**config.mk**
```make
export PLATFORM = sky130hd
export DESIGN_NAME = empty_voltage_monitor
export DESIGN_NICKNAME = d
export VERILOG_FILES = /design/src/rtl/evm_pkg.sv /design/src/rtl/evm_thresh_reg.sv /design/src/rtl/evm_run_detector.sv /design/src/rtl/empty_voltage_monitor.sv
export SDC_FILE = /design/constraint.sdc
export NUM_CORES = 1
export LEC_CHECK = 0
export BUFFER_PORTS_ARGS = -buffer_cell sky130_fd_sc_hd__clkbuf_2
export CAP_MARGIN = 20
export CORE_MARGIN = 8
export CORE_UTILIZATION = 40
export CTS_CLUSTER_SIZE = 8
export DETAILED_ROUTE_END_ITERATION = 8
export GPL_TIMING_DRIVEN = 0
export SETUP_SLACK_MARGIN = 0.4
export SLEW_MARGIN = 20
export SYNTH_ARGS = -nofsm -noshare
export SYNTH_HDL_FRONTEND = slang
export SYNTH_HIERARCHICAL = 1
export SYNTH_SLANG_ARGS = --single-unit
```
**constraint.sdc**
```tcl
create_clock -name clk -period 2.7 [get_ports clk]
set_input_delay 0.135 -clock clk [delete_from_list [all_inputs] [get_ports clk]]
set_output_delay 0.135 -clock clk [all_outputs]
set_load 0.05 [all_outputs]
```
**src/rtl/evm_pkg.sv**
```systemverilog
package evm_pkg;
  localparam int unsigned EVM_CODE_W     = 8;
  localparam int unsigned EVM_RUN_LEN    = 8;
  localparam int unsigned EVM_FINAL_OFS  = 21;
  localparam logic [7:0]  EVM_THR_RESET  = 8'hA2;
  localparam int unsigned EVM_NUM_LEVELS = 2;

  typedef enum logic [0:0] {
    LVL_FIRST = 1'b0,
    LVL_FINAL = 1'b1
  } evm_level_e;
endpackage

```
**src/rtl/evm_thresh_reg.sv**
```systemverilog
module evm_thresh_reg #(
  parameter int unsigned CODE_W    = 8,
  parameter logic [CODE_W-1:0] RESET_VAL = 8'hA2,
  parameter int unsigned OFFSET    = 21
) (
  input  logic              clk,
  input  logic              rst_n,
  input  logic              clr,
  input  logic              wr_en,
  input  logic [CODE_W-1:0] wr_data,
  output logic [CODE_W-1:0] thr_first,
  output logic [CODE_W-1:0] thr_final
);
  localparam logic [CODE_W-1:0] OFS_C = CODE_W'(OFFSET);

  logic [CODE_W-1:0] thr_q;
  logic [CODE_W-1:0] thr_d;

  always_comb begin
    thr_d = thr_q;
    if (clr)        thr_d = RESET_VAL;
    else if (wr_en) thr_d = wr_data;
  end

  always_ff @(posedge clk or negedge rst_n) begin
    if (!rst_n) thr_q <= RESET_VAL;
    else        thr_q <= thr_d;
  end

  // Final trip point saturates at code zero.
  always_comb begin
    if (thr_q >= OFS_C) thr_final = thr_q - OFS_C;
    else                thr_final = '0;
  end

  assign thr_first = thr_q;
endmodule

```
**src/rtl/evm_run_detector.sv**
```systemverilog
module evm_run_detector #(
  parameter int unsigned CODE_W  = 8,
  parameter int unsigned RUN_LEN = 8
) (
  input  logic              clk,
  input  logic              rst_n,
  input  logic              clr,
  input  logic              smp_valid,
  input  logic [CODE_W-1:0] smp_code,
  input  logic [CODE_W-1:0] thr_code,
  output logic              flag
);
  localparam int unsigned CNT_W    = $clog2(RUN_LEN + 1);
  localparam logic [CNT_W-1:0] LAST_C = CNT_W'(RUN_LEN - 1);

  logic [CNT_W-1:0] cnt_q, cnt_d;
  logic             flag_q, flag_d;
  logic             below;

  assign below = (smp_code < thr_code);

  always_comb begin
    cnt_d  = cnt_q;
    flag_d = flag_q;
    if (clr) begin
      cnt_d  = '0;
      flag_d = 1'b0;
    end else if (smp_valid) begin
      if (!below) begin
        cnt_d = '0;
      end else if (cnt_q >= LAST_C) begin
        flag_d = 1'b1;
        cnt_d  = LAST_C;
      end else begin
        cnt_d = cnt_q + 1'b1;
      end
    end
  end

  always_ff @(posedge clk or negedge rst_n) begin
    if (!rst_n) begin
      cnt_q  <= '0;
      flag_q <= 1'b0;
    end else begin
      cnt_q  <= cnt_d;
      flag_q <= flag_d;
    end
  end

  assign flag = flag_q;
endmodule

```
**src/rtl/empty_voltage_monitor.sv**
```systemverilog
module empty_voltage_monitor
  import evm_pkg::*;
#(
  parameter int unsigned CODE_W    = EVM_CODE_W,
  parameter int unsigned RUN_LEN   = EVM_RUN_LEN,
  parameter int unsigned FINAL_OFS = EVM_FINAL_OFS,
  parameter logic [CODE_W-1:0] THR_RESET = EVM_THR_RESET
) (
  input  logic              clk,
  input  logic              rst_n,
  input  logic              reinit,
  input  logic              smp_valid,
  input  logic [CODE_W-1:0] smp_code,
  input  logic              thr_wr_en,
  input  logic [CODE_W-1:0] thr_wr_data,
  output logic [CODE_W-1:0] thr_rd_data,
  output logic              warn_first,
  output logic              warn_final
);
  logic [CODE_W-1:0] thr_first, thr_final;
  logic [CODE_W-1:0] thr_lvl [EVM_NUM_LEVELS];
  logic [EVM_NUM_LEVELS-1:0] flags;

  evm_thresh_reg #(
    .CODE_W   (CODE_W),
    .RESET_VAL(THR_RESET),
    .OFFSET   (FINAL_OFS)
  ) u_thr (
    .clk      (clk),
    .rst_n    (rst_n),
    .clr      (reinit),
    .wr_en    (thr_wr_en),
    .wr_data  (thr_wr_data),
    .thr_first(thr_first),
    .thr_final(thr_final)
  );

  assign thr_lvl[LVL_FIRST] = thr_first;
  assign thr_lvl[LVL_FINAL] = thr_final;

  for (genvar g = 0; g < EVM_NUM_LEVELS; g++) begin : g_lvl
    evm_run_detector #(
      .CODE_W (CODE_W),
      .RUN_LEN(RUN_LEN)
    ) u_det (
      .clk      (clk),
      .rst_n    (rst_n),
      .clr      (reinit),
      .smp_valid(smp_valid),
      .smp_code (smp_code),
      .thr_code (thr_lvl[g]),
      .flag     (flags[g])
    );
  end

  assign thr_rd_data = thr_first;
  assign warn_first  = flags[LVL_FIRST];
  assign warn_final  = flags[LVL_FINAL];
endmodule

```
==> impl_results.md <==
- Outcome: finished, violations left
- Failing checks: setup timing
- Area leader, netlist: dfrtp_1
- Skew final: slightly above 0.004 ns
- Worst IR Drop VDD: ~0.00018 V
- Final setup viols: 4
- Leakage: 0.873 nW
- Crit path max fanout: 5
- Syn_area_per_cell: approximately 9.2 sq um
- # DRC: 0
- MaxCap Viol Count: 0
- Vias in the first global route: between 1000 and 1500
- Worst hold stages: 3
- Top cell type's share of synthesized area: 27.5%
- Power per cell area: approximately 400 mW/mm^2
- Unrepaired setup endpoints after global routing: yes
- Gpl congestion: between 0.7 and 0.8
- Layout cells sized above 1: between 30% and 40%
- Register area share after synthesis: between 30 and 40%
- Clk Latency, worst-skew pair: roughly 0.3 ns
- Total wire length: around 3200 um
- Synth Net Count: ~190
- Most common cell after layout, fill and taps aside: clkbuf_2
- Main flop type after synthesis: dfrtp_1
- Die W: roughly 74 um
- Cell area after layout: ~0.0018 sq mm
- Pre-Repair DR Iteration Count: 4
- Netlist Area Pre-Place: ~0.0014 sq mm
- Clk sink count: 18
- IO Port Bufs: 29
- Synth warn: 6
- Starting density of the core: 41.3%
- Relative slew slack: between 60 and 70%
- Remaining Overflow, GRT: 0
- Max Slew Vio Count: 0
- Die height: 74.4 um
- Area Growth Syn to Fin: 29.7%
- H-tree levels: 1
- Half-perimeter wire length after placement: ~2500 um
- Tot GR Track Use: around an eighth
- Asr flop ratio synth: 100%
- Dpl cell area: ~0.0016 sq mm
- Number of antenna violations at the first check in global routing: 0
- Vias: approximately 1200
- Peak Freq: about 360 MHz
- Yosys cell types: 33
- Fin crit period: approximately 2.8 ns
- Synth Instances: between 100 and 150
- Fin crit share: 102%
- Final Hold Fails: 0
- FF+latch count, synth: 18
- Fillers: 335
- Drt first-iter violations: 25
- Clock buffer depth: 2
- Avg WL per Cell: about 14 um
- Most frequent cells in the layout: clkbuf_2 (29), inv_1 (22), ha_1 (16)
- Setup slack after layout: -0.0598 ns
- Startpoint Class: flop
- Setup crit end kind: flop
- Vias per inst: about 5.1
- Post-synth EDFFs: 0
- Total die area: about 0.0055 sq mm
- CTS clk-pin slew, worst paths: ~0.11 ns
- Final ANT Viol Nets: 0
- Largest net degree at the start of global routing: 19
- N_diodes: 0
- Number of CTS-inserted buffers: 3
- Layout Nets: 230
- Worst-Margin Slew: 0.553 ns
- Clk root buf: clkbuf_4
- Worst min path class: in -> reg
- Core Area: 0.00331 sq mm
- Crit Path Category: reg -> reg
- CTS tree: yes
- Cell Rows: 21
- Worst Path Arrival: 2.98 ns
- Reg2reg path depth: 12
- Synth top area cells: dfrtp_1 (27%), ha_1 (16%), inv_1 (6.6%)
- Boundary Pins: 31
- Critical path required time: 2.92 ns
- Sum Neg Setup Slack: -0.152 ns
- First-pass GRT wire length: around 5500 um
power breakdown:
part | switching (W) | leakage (nW) | internal (W)
Sequential | 0.0000181 | 0.235 | 0.000284
Combinational | 0.000138 | 0.617 | 0.000101
Clock | 0.0000874 | 0.0210 | 0.0000823
Total | 0.000243 | 0.873 | 0.000467
worst max-delay path: stages (launching register included):
cell      delay [ns]
dfstp_2         0.56
inv_2           0.06
ha_4            0.16
nor2b_4         0.12
o21a_4          0.15
and2b_2         0.26
nor3_2          0.12
inv_1           0.09
ha_4            0.24
a211o_1         0.29
a31oi_4         0.18
o221ai_4        0.17
a221oi_2        0.27
synth_stat cells (all sizes together), types with 2 or more instances:
| cell | n |
|---|---|
| a211o | 2 |
| a21o | 2 |
| a21oi | 6 |
| a221oi | 2 |
| a31oi | 2 |
| and2b | 2 |
| dfrtp | 15 |
| dfstp | 3 |
| ha | 18 |
| inv | 24 |
| mux2i | 7 |
| nand2 | 10 |
| nand2b | 5 |
| nand4 | 2 |
| nor2 | 12 |
| nor2b | 4 |
| nor3 | 3 |
| o211ai | 3 |
| o21a | 3 |
| o21ai | 5 |
| o31ai | 3 |
| o32ai | 6 |
| xnor2 | 2 |
per-layer routing:
metal | vias up | GRT usage (%) | routed length, um
li1 | 610 | - | -
met1 | 558 | 13.6 | 1350
met2 | 23 | 23.3 | 1700
met3 | 4 | 1.75 | 129
met4 | 0 | 4.78 | 30
met5 | - | 0 | 0
flip-flops by register name, summed over array words and instances (netlist names):
signal             cells
u_thr/thr_first        8
g_lvl.u_det/flag       2
g_lvl.u_det/cnt_q      8
area by class of cell:
class                   instances  area [sq um]  share of cell area, %
inverters                      24          90.1                   5.08
flip-flops and latches         18           455                   25.7
plain buffers                   1          5.00                  0.282
repair buffers                 38           215                   12.1
well taps                      46          57.6                   3.25
multi-input cells             105           912                   51.5
clock buffers                   4          36.3                   2.05
logic make-up (layout without fill, tap and decap cells):
| kind of cell | Yosys count | count (layout) | share of synthesized area (%) |
|---|---|---|---|
| DFF | 18 | 18 | 33.2 |
| adders and majority gates | 18 | 18 | 16.5 |
| muxes | 7 | 7 | 5.13 |
| AOI/OAI and AO/OA | 35 | 35 | 20.3 |
| buffers and inverters | 25 | 67 | 6.96 |
| and+or+nand+nor | 43 | 43 | 16.6 |
| xor gates and xnor gates | 2 | 2 | 1.28 |
per-stage QoR:
stage	worst slack, ns	utilization [%]	total power (W)	hold WS [ns]	cells
3_5_place_dp	-0.200	48.1	0.000508	0.108	223
6_report	-0.0598	53.5	0.000710	0.0408	236
5_1_grt	-0.200	53.5	0.000754	0.0380	236
2_1_floorplan	-0.123	-	0.000442	-0.161	148
3_3_place_gp	-0.124	48.1	0.000499	0.0965	223
4_1_cts	-0.0377	52.9	0.000712	0.0432	234
worst paths after layout:
| path | slack, ns | from | to |
|---|---|---|---|
| setup / recovery | -0.06 | u_thr/thr_first[1] | g_lvl[1].u_det/cnt_q[2] |
| hold / removal | 0.04 | thr_wr_data[1] | u_thr/thr_first[1] |
| setup reg to reg | -0.06 | u_thr/thr_first[1] | g_lvl[1].u_det/cnt_q[2] |
| hold reg to reg | 0.53 | g_lvl[1].u_det/cnt_q[1] | g_lvl[1].u_det/cnt_q[1] |
| max in group asynchronous | 2.06 | rst_n | u_thr/thr_first[7] |
| min in group asynchronous | 0.30 | rst_n | g_lvl[1].u_det/cnt_q[3] |
what timing repair did:
item | 4_1_cts | 5_1_grt
setup endpoints to repair | 5 | 5
resized for setup | 10 | 2
buffers inserted | 6 | 2
hold endpoints to repair | 15 | 0
pin swaps | 4 | 1
hold buffers | 1 | 0
(Power assumes the default switching activity.)
